$ cat src/rtl/smb_mon_pkg.sv
// Shared types for the SMBus clock-stretch timeout monitor.
// Assumes: a single clock domain for all consumers of these types.
package smb_mon_pkg;

    // Bus events decoded from the synchronised SCL/SDA lines
    typedef struct packed {
        logic start;     // SDA fell while SCL high
        logic stop;      // SDA rose while SCL high
        logic scl_rise;  // SCL went high
        logic scl_fall;  // SCL went low
        logic scl_low;   // SCL currently low
    } line_evt_t;

endpackage

$ cat src/rtl/smb_line_sync.sv
// Synchronises SCL and SDA through a flop chain and decodes bus events.
// Assumes: SYNC_STAGES >= 2; both lines idle high, so chains reset to 1.
module smb_line_sync #(
    parameter int SYNC_STAGES = 2
) (
    input  logic                   clk,
    input  logic                   rst_n,
    input  logic                   scl_in,
    input  logic                   sda_in,
    output smb_mon_pkg::line_evt_t evt
);
    logic [SYNC_STAGES-1:0] scl_chain;
    logic [SYNC_STAGES-1:0] sda_chain;
    logic                   scl_q;
    logic                   sda_q;
    logic                   scl_s;
    logic                   sda_s;

    generate
        if (SYNC_STAGES == 1) begin : g_one
            // Single-stage capture of both lines
            always_ff @(posedge clk) begin
                if (!rst_n) begin
                    scl_chain <= '1;
                    sda_chain <= '1;
                end else begin
                    scl_chain <= scl_in;
                    sda_chain <= sda_in;
                end
            end
        end else begin : g_multi
            // Shift both lines through the synchroniser chain
            always_ff @(posedge clk) begin
                if (!rst_n) begin
                    scl_chain <= '1;
                    sda_chain <= '1;
                end else begin
                    scl_chain <= {scl_chain[SYNC_STAGES-2:0], scl_in};
                    sda_chain <= {sda_chain[SYNC_STAGES-2:0], sda_in};
                end
            end
        end
    endgenerate

    assign scl_s = scl_chain[SYNC_STAGES-1];
    assign sda_s = sda_chain[SYNC_STAGES-1];

    // Keep the previous synchronised level for edge detection
    always_ff @(posedge clk) begin
        if (!rst_n) begin
            scl_q <= 1'b1;
            sda_q <= 1'b1;
        end else begin
            scl_q <= scl_s;
            sda_q <= sda_s;
        end
    end

    // Decode START, STOP and SCL edges from current and previous levels
    always_comb begin
        evt.start    = scl_s & scl_q & sda_q & ~sda_s;
        evt.stop     = scl_s & scl_q & ~sda_q & sda_s;
        evt.scl_rise = scl_s & ~scl_q;
        evt.scl_fall = ~scl_s & scl_q;
        evt.scl_low  = ~scl_s;
    end

endmodule

$ cat src/rtl/smb_frame_tracker.sv
// Tracks message state and SCL clocks to find byte and message boundaries.
// Assumes: START/STOP and SCL edge pulses are one cycle wide and never coincide
// with an SCL edge (both need SCL high on two samples).
module smb_frame_tracker #(
    parameter int BIT_CLOCKS = 9
) (
    input  logic clk,
    input  logic rst_n,
    input  logic start,
    input  logic stop,
    input  logic scl_rise,
    input  logic scl_fall,
    output logic byte_bnd,
    output logic msg_bnd
);
    localparam int CNT_W = $clog2(BIT_CLOCKS + 1);

    logic             in_msg;
    logic             ack_seen;
    logic [CNT_W-1:0] bit_cnt;
    logic             ack_bnd;

    assign ack_bnd  = in_msg & ack_seen & scl_fall;
    assign byte_bnd = start | stop | ack_bnd;
    assign msg_bnd  = start | stop;

    // Count SCL clocks per byte and flag the acknowledge clock
    always_ff @(posedge clk) begin
        if (!rst_n) begin
            in_msg   <= 1'b0;
            ack_seen <= 1'b0;
            bit_cnt  <= '0;
        end else if (start) begin
            in_msg   <= 1'b1;
            ack_seen <= 1'b0;
            bit_cnt  <= '0;
        end else if (stop) begin
            in_msg   <= 1'b0;
            ack_seen <= 1'b0;
            bit_cnt  <= '0;
        end else if (in_msg) begin
            if (scl_rise && bit_cnt < CNT_W'(BIT_CLOCKS)) begin
                bit_cnt  <= bit_cnt + 1'b1;
                ack_seen <= (bit_cnt == CNT_W'(BIT_CLOCKS - 1));
            end else if (ack_bnd) begin
                bit_cnt  <= '0;
                ack_seen <= 1'b0;
            end
        end
    end

endmodule

$ cat src/rtl/smb_stretch_accum.sv
// Saturating tick accumulator compared against a programmable limit.
// Assumes: clr has priority over inc; a limit of zero disables the compare.
module smb_stretch_accum #(
    parameter int CNT_W = 16
) (
    input  logic             clk,
    input  logic             rst_n,
    input  logic             en,
    input  logic             inc,
    input  logic             clr,
    input  logic [CNT_W-1:0] limit,
    output logic             over
);
    logic [CNT_W-1:0] acc;
    logic             at_max;

    assign at_max = &acc;

    // Clear at a boundary, otherwise add one tick without wrapping
    always_ff @(posedge clk) begin
        if (!rst_n) begin
            acc <= '0;
        end else if (clr) begin
            acc <= '0;
        end else if (en && inc && !at_max) begin
            acc <= acc + 1'b1;
        end
    end

    // Exceeded when enabled, limit nonzero and sum strictly above it
    assign over = en & (|limit) & (acc > limit);

endmodule

$ cat src/rtl/smbus_stretch_monitor.sv
// Top level: cumulative clock-stretch monitor for one SMBus/I2C port.
// Master mode sums local stretching per byte segment, slave mode per message.
// Assumes: local_stretch, master_mode, slave_violation and the limits are
// synchronous to clk; scl_in and sda_in may be asynchronous.
module smbus_stretch_monitor #(
    parameter int PRESCALE    = 4,
    parameter int LIMIT_W     = 16,
    parameter int SYNC_STAGES = 2,
    parameter int BIT_CLOCKS  = 9
) (
    input  logic               clk,
    input  logic               rst_n,
    input  logic               scl_in,
    input  logic               sda_in,
    input  logic               master_mode,
    input  logic               local_stretch,
    input  logic               slave_violation,
    input  logic [LIMIT_W-1:0] mext_limit,
    input  logic [LIMIT_W-1:0] sext_limit,
    input  logic               clear_mext,
    input  logic               clear_sext,
    input  logic               clear_lowto,
    output logic               mext_flag,
    output logic               sext_flag,
    output logic               lowto_flag,
    output logic               abort_req
);
    localparam int PRE_W = (PRESCALE > 1) ? $clog2(PRESCALE) : 1;

    smb_mon_pkg::line_evt_t evt;
    logic tick;
    logic byte_bnd;
    logic msg_bnd;
    logic stretch_tick;
    logic m_over;
    logic s_over;
    logic abort_pend;

    smb_line_sync #(.SYNC_STAGES(SYNC_STAGES)) u_sync (
        .clk    (clk),
        .rst_n  (rst_n),
        .scl_in (scl_in),
        .sda_in (sda_in),
        .evt    (evt)
    );

    smb_frame_tracker #(.BIT_CLOCKS(BIT_CLOCKS)) u_frame (
        .clk      (clk),
        .rst_n    (rst_n),
        .start    (evt.start),
        .stop     (evt.stop),
        .scl_rise (evt.scl_rise),
        .scl_fall (evt.scl_fall),
        .byte_bnd (byte_bnd),
        .msg_bnd  (msg_bnd)
    );

    generate
        if (PRESCALE <= 1) begin : g_nopre
            assign tick = 1'b1;
        end else begin : g_pre
            logic [PRE_W-1:0] pre_cnt;
            // Free-running timebase divider
            always_ff @(posedge clk) begin
                if (!rst_n) begin
                    pre_cnt <= '0;
                end else if (pre_cnt == PRE_W'(PRESCALE - 1)) begin
                    pre_cnt <= '0;
                end else begin
                    pre_cnt <= pre_cnt + 1'b1;
                end
            end
            assign tick = (pre_cnt == PRE_W'(PRESCALE - 1));
        end
    endgenerate

    assign stretch_tick = tick & local_stretch & evt.scl_low;

    smb_stretch_accum #(.CNT_W(LIMIT_W)) u_macc (
        .clk   (clk),
        .rst_n (rst_n),
        .en    (master_mode),
        .inc   (stretch_tick),
        .clr   (byte_bnd),
        .limit (mext_limit),
        .over  (m_over)
    );

    smb_stretch_accum #(.CNT_W(LIMIT_W)) u_sacc (
        .clk   (clk),
        .rst_n (rst_n),
        .en    (~master_mode),
        .inc   (stretch_tick),
        .clr   (msg_bnd),
        .limit (sext_limit),
        .over  (s_over)
    );

    // Sticky flags: a new trigger wins over a same-cycle clear
    always_ff @(posedge clk) begin
        if (!rst_n) begin
            mext_flag  <= 1'b0;
            sext_flag  <= 1'b0;
            lowto_flag <= 1'b0;
        end else begin
            mext_flag  <= m_over | (mext_flag & ~clear_mext);
            sext_flag  <= s_over | (sext_flag & ~clear_sext);
            lowto_flag <= m_over | s_over | (lowto_flag & ~clear_lowto);
        end
    end

    // Hold a slave-violation report and pulse abort at the next byte boundary
    always_ff @(posedge clk) begin
        if (!rst_n) begin
            abort_pend <= 1'b0;
            abort_req  <= 1'b0;
        end else begin
            abort_req  <= master_mode & abort_pend & byte_bnd;
            abort_pend <= master_mode & ((abort_pend & ~byte_bnd) | slave_violation);
        end
    end

endmodule

$ cat config.mk
export PLATFORM = sky130hd
export DESIGN_NAME = smbus_stretch_monitor
export DESIGN_NICKNAME = d
export VERILOG_FILES = /design/src/rtl/smb_mon_pkg.sv /design/src/rtl/smb_line_sync.sv /design/src/rtl/smb_frame_tracker.sv /design/src/rtl/smb_stretch_accum.sv /design/src/rtl/smbus_stretch_monitor.sv
export SDC_FILE = /design/constraint.sdc
export NUM_CORES = 1
export LEC_CHECK = 0
export BUFFER_PORTS_ARGS = -buffer_cell sky130_fd_sc_hd__buf_2
export CORE_MARGIN = 2
export CORE_UTILIZATION = 54
export CTS_BUF_LIST = sky130_fd_sc_hd__clkbuf_8
export DETAILED_ROUTE_END_ITERATION = 6
export PLACE_DENSITY = 0.79
export REMOVE_ABC_BUFFERS = 1
export SYNTH_ARGS = -nofsm -noshare
export SYNTH_HDL_FRONTEND = slang
export SYNTH_SLANG_ARGS = --single-unit
$ cat constraint.sdc
create_clock -name clk -period 1.88 [get_ports clk]
set_input_delay 0.094 -clock clk [delete_from_list [all_inputs] [get_ports clk]]
set_output_delay 0.094 -clock clk [all_outputs]
set_load 0.05 [all_outputs]
==> flow_summary.yaml, run 1 <==
run_status:
  status: "completed"
power:
  finalPower_mw: 1.95
  p_leak_nw: 1.78
  ir_drop_uv: 577
  powerDensity_mw_per_mm2: 470
worst_setup_path:
  endpoint_kind: "register"
  cp_data_required_time_ns: 2.08
  worst_setup_path_start_kind: "register"
  cp_max_fo: 2
  worstPathArrival_ns: 2.05
  path_class: "reg2reg"
layout:
  fin_area_mm2: 0.00414
  final_nets: 560
  drive_gt1_share_pct: 28.1
  fill_cells: 478
  antenna_cells: 0
  fin_util_pct: 70.3
  area_growth_pct: 26.8
  stdcell_count: 556
die:
  io_pins: 46
  core_area_mm2: 0.00589
  dieWidth_um: 81.7
  rows: 28
  die_y_um: 81.7
  initial_utilization_pct: 55.4
  dieArea_mm2: 0.00668
timing:
  finalMaxSlewViolations: 0
  final_hold_viol_count: 0
  timing.fmax_ghz: 0.538
  min_period_ns: 1.86
  setup_ws_ns: 0.0222
  fin_skew_ns: 0.0167
  setup_tns_ns: 0
  fin_crit_sh_pct: 98.8
  slew_headroom_pct: 63.3
  rsz0062_at_grt: "yes"
  setup_viol: 0
  tightest_slew_ns: 0.537
  hold_ws_ns: 0.0564
cts:
  cts_root_buf: "clkbuf_8"
  htreeDepth: 2
  path_clk_slew_ns: 0.09
  numCtsBuffers: 5
  cts_tree: "built"
  clock_path_buffers: 2
  cts.sinks: 51
  clk_latency_ns: 0.31
global_route:
  grt_pass1_vias: 3001
  grtUsageMet3_pct: 3.96
  grt_antenna_before_repair: 0
  grt.total_usage_pct: 25.0
  grt_use_met1_pct: 30.8
  grt-ovfl-total: 0
  grt_use_met2_pct: 45.2
  grt_max_degree: 21
  grt_pass1_wl_um: 12900
  grt_busiest_layer: "met2"
flow_run:
  drv_cap: 0
synth:
  syn_avg_cell_area_um2: 8.35
  netlist.area_leader.share_pct: 31.3
  ys_warn_count: 0
  synth_flop_cell: "dfxtp_1"
  synth_cells: 391
  ys_types: 59
  syn_area_mm2: 0.00326
  yosys.area.top_type: "dfxtp_1"
  ys_ff_latch: 51
  yosys-top-cells-area: "dfxtp_1 (31%), ha_1 (14%), inv_1 (4.8%)"
  yosysSeqAreaShare_pct: 31.3
  synth_edf_count: 0
  async_flop_share_pct: 0
placement:
  post-place-ws_ns: -0.0354
  place_area_mm2: 0.00383
  portBuffers: 45
  dp_hpwl_um: 6090
  dp_cells: 543
  place.gp.congestion: 0.832
route:
  avgViaCountPerCell: 5.63
  postRouteAntennaNets: 0
  wl_per_cell_um: 14.6
  drc: 0
  drt_iter0_drc: 172
  dr.pass1.iters: 4
  vias: 3133
  routed_wl_um: 8140
hold_path:
  min_path_type: "in2reg"
## cell usage after synthesis, types with 2 or more instances
library cell / instances
dfxtp_1: 51
o21a_1: 3
a31oi_1: 5
or4_1: 3
nor4_1: 9
clkbuf_1: 3
a21o_1: 4
a21oi_1: 30
xnor2_1: 12
o211ai_1: 5
buf_2: 2
nand2b_1: 10
and2_1: 3
ha_1: 37
nor3_1: 2
and3_1: 4
o21ai_0: 11
or3_1: 11
nand2_1: 32
nor2_1: 27
o21ai_1: 6
nor2b_1: 5
nand4_1: 13
a2111oi_0: 3
a41oi_1: 2
and3b_1: 2
a211oi_1: 2
xor2_1: 5
nand3_1: 16
mux2i_1: 3
inv_1: 42
## cell type report
type                       instances  area (um^2)  share of cell area (%)
timing repair buffer              90          571                    13.8
tap                               75         93.8                    2.27
clock inverter                     2         13.8                   0.333
inverter                          42          158                    3.81
multi-input combinational        291         2200                    53.1
clock buffer                       5         68.8                    1.66
sequential                        51         1030                    25.0
## registers in the layout, summed over array words and instances (netlist names), 2 cells and up
register / flops
u_sync.sda_chain: 2
u_sacc.acc: 16
u_macc.acc: 16
u_frame.bit_cnt: 4
u_sync.scl_chain: 2
g_pre.pre_cnt: 2
## critical path, cell delays in order (launching register included)
cell and delay, ns:
dfxtp_1 0.36, ha_4 0.28, nand4_1 0.12, or4_4 0.55, o21ai_2 0.14, a31oi_2 0.06
o31a_1 0.25
## cells in the final DEF (no fill, tap or decap), drive strengths merged, types with 2 or more instances in the layout
cell type     n
o211ai        5
xnor2        12
nand3        16
buf          87
and4          2
nor3          3
mux2i         3
clkbuf        5
inv          42
ha           37
dfxtp        51
a41oi         2
a211oi        3
a21o          4
or4           3
and3          5
nor4          9
dlygate4sd3   3
nor2b         5
a31oi         5
clkinv        2
a21oi        30
and2          3
xor2          5
or3          11
a2111oi       6
nand2b       10
nor2         28
and3b         2
nand4        14
o21ai        17
o21a          3
nand2        32
## power breakdown
group	internal [mW]	switching [mW]	total (mW)
clock	0.256	0.370	0.626
sequential	1.09	0.0125	1.11
combinational	0.102	0.114	0.216
## metal layers
layer	share of wire (%)	wire length, um
met5	0	0
met3	4.4	360
met4	1.4	116
met2	49	3960
met1	45	3700
## what timing repair did
item	CTS	global route
setup endpoints to repair	3	16
setup buffers	0	3
cloned	0	0
gates resized for setup	9	26
endpoints found under the hold margin	3	0
hold buffers	3	0
pin swaps	5	11
## cell families after synthesis
| kind of cell | Yosys count | synth area share [%] |
|---|---|---|
| buf+inv | 49 | 6.25 |
| flops | 51 | 31.3 |
| xor+xnor | 17 | 4.56 |
| compound gates | 86 | 17.7 |
| mux | 3 | 0.920 |
| fa+ha+maj | 37 | 14.2 |
| simple gates | 148 | 25.1 |
## worst paths after layout
check                                       from                              to  slack [ns]  cells past startpoint
hold / removal                       master_mode           abort_pend$_SDFF_PN0_        0.06                      3
setup reg to reg     u_macc.acc[15]$_SDFFE_PP0P_           lowto_flag$_SDFF_PN0_        0.02                      6
setup / recovery     u_macc.acc[15]$_SDFFE_PP0P_           lowto_flag$_SDFF_PN0_        0.02                      6
hold reg to reg   u_sync.sda_chain[0]$_SDFF_PN1_  u_sync.sda_chain[1]$_SDFF_PN1_        0.42                      1
(Power assumes the default switching activity.)
==> inputs of run 2 (changes only) <==
--- a/config.mk
+++ b/config.mk
@@ -5,13 +5,14 @@
 export SDC_FILE = /design/constraint.sdc
 export NUM_CORES = 1
 export LEC_CHECK = 0
-export BUFFER_PORTS_ARGS = -buffer_cell sky130_fd_sc_hd__buf_2
+export BUFFER_PORTS_ARGS = -buffer_cell sky130_fd_sc_hd__buf_4
 export CORE_MARGIN = 2
 export CORE_UTILIZATION = 54
 export CTS_BUF_LIST = sky130_fd_sc_hd__clkbuf_8
 export DETAILED_ROUTE_END_ITERATION = 6
 export PLACE_DENSITY = 0.79
 export REMOVE_ABC_BUFFERS = 1
+export SKIP_LAST_GASP = 1
 export SYNTH_ARGS = -nofsm -noshare
 export SYNTH_HDL_FRONTEND = slang
 export SYNTH_SLANG_ARGS = --single-unit
==> flow_summary.yaml, run 2 (synthesis gave the netlist of run 1 again) <==
run_status:
  status: "complete, but fails checks"
  failed_checks: "setup timing"
timing:
  final_hold_viol_count: 0
  finalMaxSlewViolations: 0
  rsz0062_at_grt: "yes"
  fin_crit_sh_pct: 100
  slew_headroom_pct: 64.9
  setup_ws_ns: -0.00631
  tightest_slew_ns: 0.514
  setup_tns_ns: -0.00631
  hold_ws_ns: 0.00466
  fin_skew_ns: 0.00415
  timing.fmax_ghz: 0.530
  min_period_ns: 1.89
  setup_viol: 1
flow_run:
  drv_cap: 0
layout:
  final_nets: 557
  mostFrequentLayoutCells: "buf_4 (85), inv_1 (44), dfxtp_1 (41), nand2_1 (32)"
  fin_util_pct: 71.8
  area_growth_pct: 29.6
  reg_top3: "u_macc.acc (16), u_sacc.acc (16), u_frame.bit_cnt (4)"
  stdcell_count: 554
  layout_commonest_cell: "buf_4"
  drive_gt1_share_pct: 27.3
  antenna_cells: 0
  fin_area_mm2: 0.00423
global_route:
  grt_use_met1_pct: 29.3
  grtUsageMet3_pct: 4.51
  grt_pass1_wl_um: 12400
  grt_antenna_before_repair: 0
  grt.total_usage_pct: 23.9
  grt_max_degree: 21
  grt_pass1_vias: 2945
  grt_busiest_layer: "met2"
  grt_use_met2_pct: 41.2
  grt-ovfl-total: 0
route:
  wl_per_cell_um: 14.7
  drt_iter0_drc: 169
  dr.pass1.iters: 4
  vias: 3130
  drc: 0
  postRouteAntennaNets: 0
  avgViaCountPerCell: 5.65
  routed_wl_um: 8150
die:
  rows: 28
  dieWidth_um: 81.7
  initial_utilization_pct: 55.4
  io_pins: 46
  dieArea_mm2: 0.00668
  die_y_um: 81.7
  core_area_mm2: 0.00589
cts:
  path_clk_slew_ns: 0.09
  cts.sinks: 51
  cts_root_buf: "clkbuf_8"
  cts_tree: "built"
  clk_latency_ns: 0.31
  htreeDepth: 2
  numCtsBuffers: 5
  clock_path_buffers: 2
worst_setup_path:
  path_class: "reg2reg"
  cp_data_required_time_ns: 2.08
  worstPathArrival_ns: 2.09
  worst_setup_path_start_kind: "register"
  cp_max_fo: 2
  endpoint_kind: "register"
placement:
  post-place-ws_ns: -0.0387
  dp_cells: 543
  dp_hpwl_um: 5990
  portBuffers: 45
  place.gp.congestion: 0.805
  place_area_mm2: 0.00394
power:
  powerDensity_mw_per_mm2: 465
  ir_drop_uv: 449
  finalPower_mw: 1.96
  p_leak_nw: 1.81
hold_path:
  min_path_type: "in2reg"
## run 2: layout make-up
cell class                      count  area (um^2)
Multi-Input combinational cell    291         2200
Fill cell                         429         1660
Sequential cell                    51         1030
Timing Repair Buffer               87          658
Inverter                           42          158
Tap cell                           75         93.8
Clock buffer                        5         68.8
Clock inverter                      3         12.5
## run 2: worst max-delay path: stages (launching register included)
cell	delay (ns)
dfxtp_2	0.34
ha_4	0.27
nand4_1	0.12
or4_4	0.57
o21ai_2	0.16
a31oi_2	0.06
o31a_1	0.26
## run 2: worst paths after layout
check | to | slack, ns | start | cells after the start
worst min-delay path | abort_pend$_SDFF_PN0_ | 0.005 | slave_violation | 3
worst max register to register | lowto_flag$_SDFF_PN0_ | -0.006 | u_macc.acc[14]$_SDFFE_PP0P_ | 6
worst max-delay path | lowto_flag$_SDFF_PN0_ | -0.006 | u_macc.acc[14]$_SDFFE_PP0P_ | 6
worst min register to register | u_sync.scl_chain[1]$_SDFF_PN1_ | 0.42 | u_sync.scl_chain[0]$_SDFF_PN1_ | 1
## run 2: metal layers
metal  wire (um)  vias up
met5           0        -
met4         221        0
met3         313       18
met2        3880       80
met1        3730     1451
li1            -     1581
## run 2: where the power goes
| part | switching, mW | internal, mW |
|---|---|---|
| combinational | 0.115 | 0.122 |
| clock | 0.369 | 0.252 |
| sequential | 0.0117 | 1.09 |
## run 2: what timing repair did
item / 4_1_cts / 5_1_grt
hold buffers: 2 / 0
setup endpoints to repair: 2 / 15
hold endpoints to repair: 2 / 0
gates resized for setup: 5 / 28
pin swaps: 5 / 18
buffers inserted: 0 / 1
==> inputs of run 3 (changes only) <==
--- a/config.mk
+++ b/config.mk
@@ -6,6 +6,7 @@
 export NUM_CORES = 1
 export LEC_CHECK = 0
 export BUFFER_PORTS_ARGS = -buffer_cell sky130_fd_sc_hd__buf_4
+export CORE_ASPECT_RATIO = 1.2
 export CORE_MARGIN = 2
 export CORE_UTILIZATION = 54
 export CTS_BUF_LIST = sky130_fd_sc_hd__clkbuf_8
==> flow_summary.yaml, run 3 (synthesis gave the netlist of run 1 again) <==
power:
  p_leak_nw: 1.84
  powerDensity_mw_per_mm2: 499
  ir_drop_uv: 392
die:
  initial_utilization_pct: 55.0
  dieArea_mm2: 0.00668
  io_pins: 46
  rows: 31
  die_y_um: 89.2
  dieWidth_um: 75.0
  core_area_mm2: 0.00593
placement:
  portBuffers: 45
  place.gp.congestion: 0.884
  post-place-ws_ns: -0.0870
  dp_cells: 547
  dp_hpwl_um: 6140
timing:
  fin_skew_ns: 0.00639
  rsz0062_at_grt: "yes"
  tightest_slew_ns: 0.522
  finalMaxSlewViolations: 0
  slew_headroom_pct: 64.3
  min_period_ns: 1.95
  setup_viol: 1
  fin_crit_sh_pct: 104
  setup_ws_ns: -0.0709
  timing.fmax_ghz: 0.513
  setup_tns_ns: -0.0709
  final_hold_viol_count: 0
layout:
  mostFrequentLayoutCells: "buf_4 (85), dfxtp_1 (47), inv_1 (42), nand2_1 (32), ha_1 (32)"
  stdcell_count: 563
  reg_top3: "u_macc.acc (16), u_sacc.acc (16), u_frame.bit_cnt (4)"
  drive_gt1_share_pct: 26.2
  antenna_cells: 0
  fill_cells: 466
  final_nets: 559
  fin_util_pct: 71.7
  area_growth_pct: 30.4
  layout_commonest_cell: "buf_4"
run_status:
  status: "complete, but fails checks"
  failed_checks: "setup timing"
flow_run:
  drv_cap: 0
worst_setup_path:
  cp_max_fo: 2
  critPathSlowestCell: "or3_4"
  path_class: "reg2reg"
  crit_buf_inv: 0
  cp_data_required_time_ns: 2.09
  cp_top_family: "compound AO/OA/AOI/OAI gates"
  path_cells: "ha_1, nand4_1, or3_4, o311ai_4, a31oi_2, o31a_1"
  worstPathArrival_ns: 2.16
  critPathMaxStageDelay_ns: 0.44
  endpoint_kind: "register"
  worst_setup_path_start_kind: "register"
route:
  drt_iter0_drc: 147
  dr.pass1.iters: 4
  avgViaCountPerCell: 5.61
  routed_wl_um: 7900
  drc: 0
  postRouteAntennaNets: 0
  wl_per_cell_um: 14.0
  vias: 3157
global_route:
  grt.total_usage_pct: 24.6
  grt-ovfl-total: 0
  grt_antenna_before_repair: 0
  grt_max_degree: 21
  grt_pass1_vias: 2997
  grt_pass1_wl_um: 12700
cts:
  numCtsBuffers: 5
  path_clk_slew_ns: 0.10
  htreeDepth: 2
  cts_root_buf: "clkbuf_8"
  clock_path_buffers: 2
  cts_tree: "built"
  cts.sinks: 51
  clk_latency_ns: 0.31
hold_path:
  min_path_type: "in2reg"
[run 3: changes by cell type in the layout (fill, tap and decap cells not counted), moves of 2 or more]
| cell | previous run | this run |
|---|---|---|
| a2111oi_1 | 2 | 0 |
| dfxtp_1 | 41 | 47 |
| dfxtp_2 | 10 | 4 |
| ha_1 | 28 | 32 |
| ha_4 | 9 | 5 |
| inv_1 | 44 | 42 |
[run 3: stage by stage]
step	instance area [um^2]	hold WS (ns)	total power, mW
5_1_grt	4250	0.0418	2.22
2_1_floorplan	3220	0.167	1.22
3_3_place_gp	3930	0.277	1.33
3_5_place_dp	3930	0.282	1.34
6_report	4250	0.0374	2.12
4_1_cts	4100	0.0288	2.13
[run 3: final timing paths]
path                                       start                              to  slack, ns  cells past startpoint
setup / recovery      u_sacc.acc[5]$_SDFFE_PP0P_           lowto_flag$_SDFF_PN0_      -0.07                      6
hold / removal                       master_mode           abort_pend$_SDFF_PN0_       0.04                      3
setup reg to reg      u_sacc.acc[5]$_SDFFE_PP0P_           lowto_flag$_SDFF_PN0_      -0.07                      6
hold reg to reg   u_sync.scl_chain[0]$_SDFF_PN1_  u_sync.scl_chain[1]$_SDFF_PN1_       0.42                      1
[run 3: worst min-delay path: cells and delay by family]
family	cells	cell delay, ns
simple gates	2	0.09
buf+inv	1	0.13
[run 3: routing by layer]
layer  track usage [%]  share of wire, %  vias up
met1              27.3                40     1495
met3              4.28               3.3       17
met5                 0                 0        -
met2              45.5                54       60
met4              9.58               2.7        0
li1                  -                 -     1585
[run 3: final cells by class]
class / instances / area [um^2] / share of cell area [%]
clock buffers: 5 / 68.8 / 1.62
clock inverters: 3 / 46.3 / 1.09
inverters: 42 / 158 / 3.71
multi-input cells: 291 / 2170 / 51.1
flip-flops and latches: 51 / 1030 / 24.1
well taps: 82 / 103 / 2.41
repair buffers: 89 / 679 / 16.0
[run 3: power by group]
| part | total [mW] | switching, mW | internal (mW) | leakage, nW |
|---|---|---|---|---|
| Combinational | 0.234 | 0.114 | 0.120 | 1.37 |
| Sequential | 1.10 | 0.00916 | 1.09 | 0.415 |
| Clock | 0.789 | 0.388 | 0.401 | 0.0548 |
[run 3: timing repair]
item / 4_1_cts / 5_1_grt
pin swaps: 5 / 11
buffers inserted: 1 / 4
hold endpoints to repair: 3 / 0
hold buffers: 3 / 0
gates resized for setup: 2 / 23
cloned: 0 / 0
endpoints found under the setup margin: 2 / 16
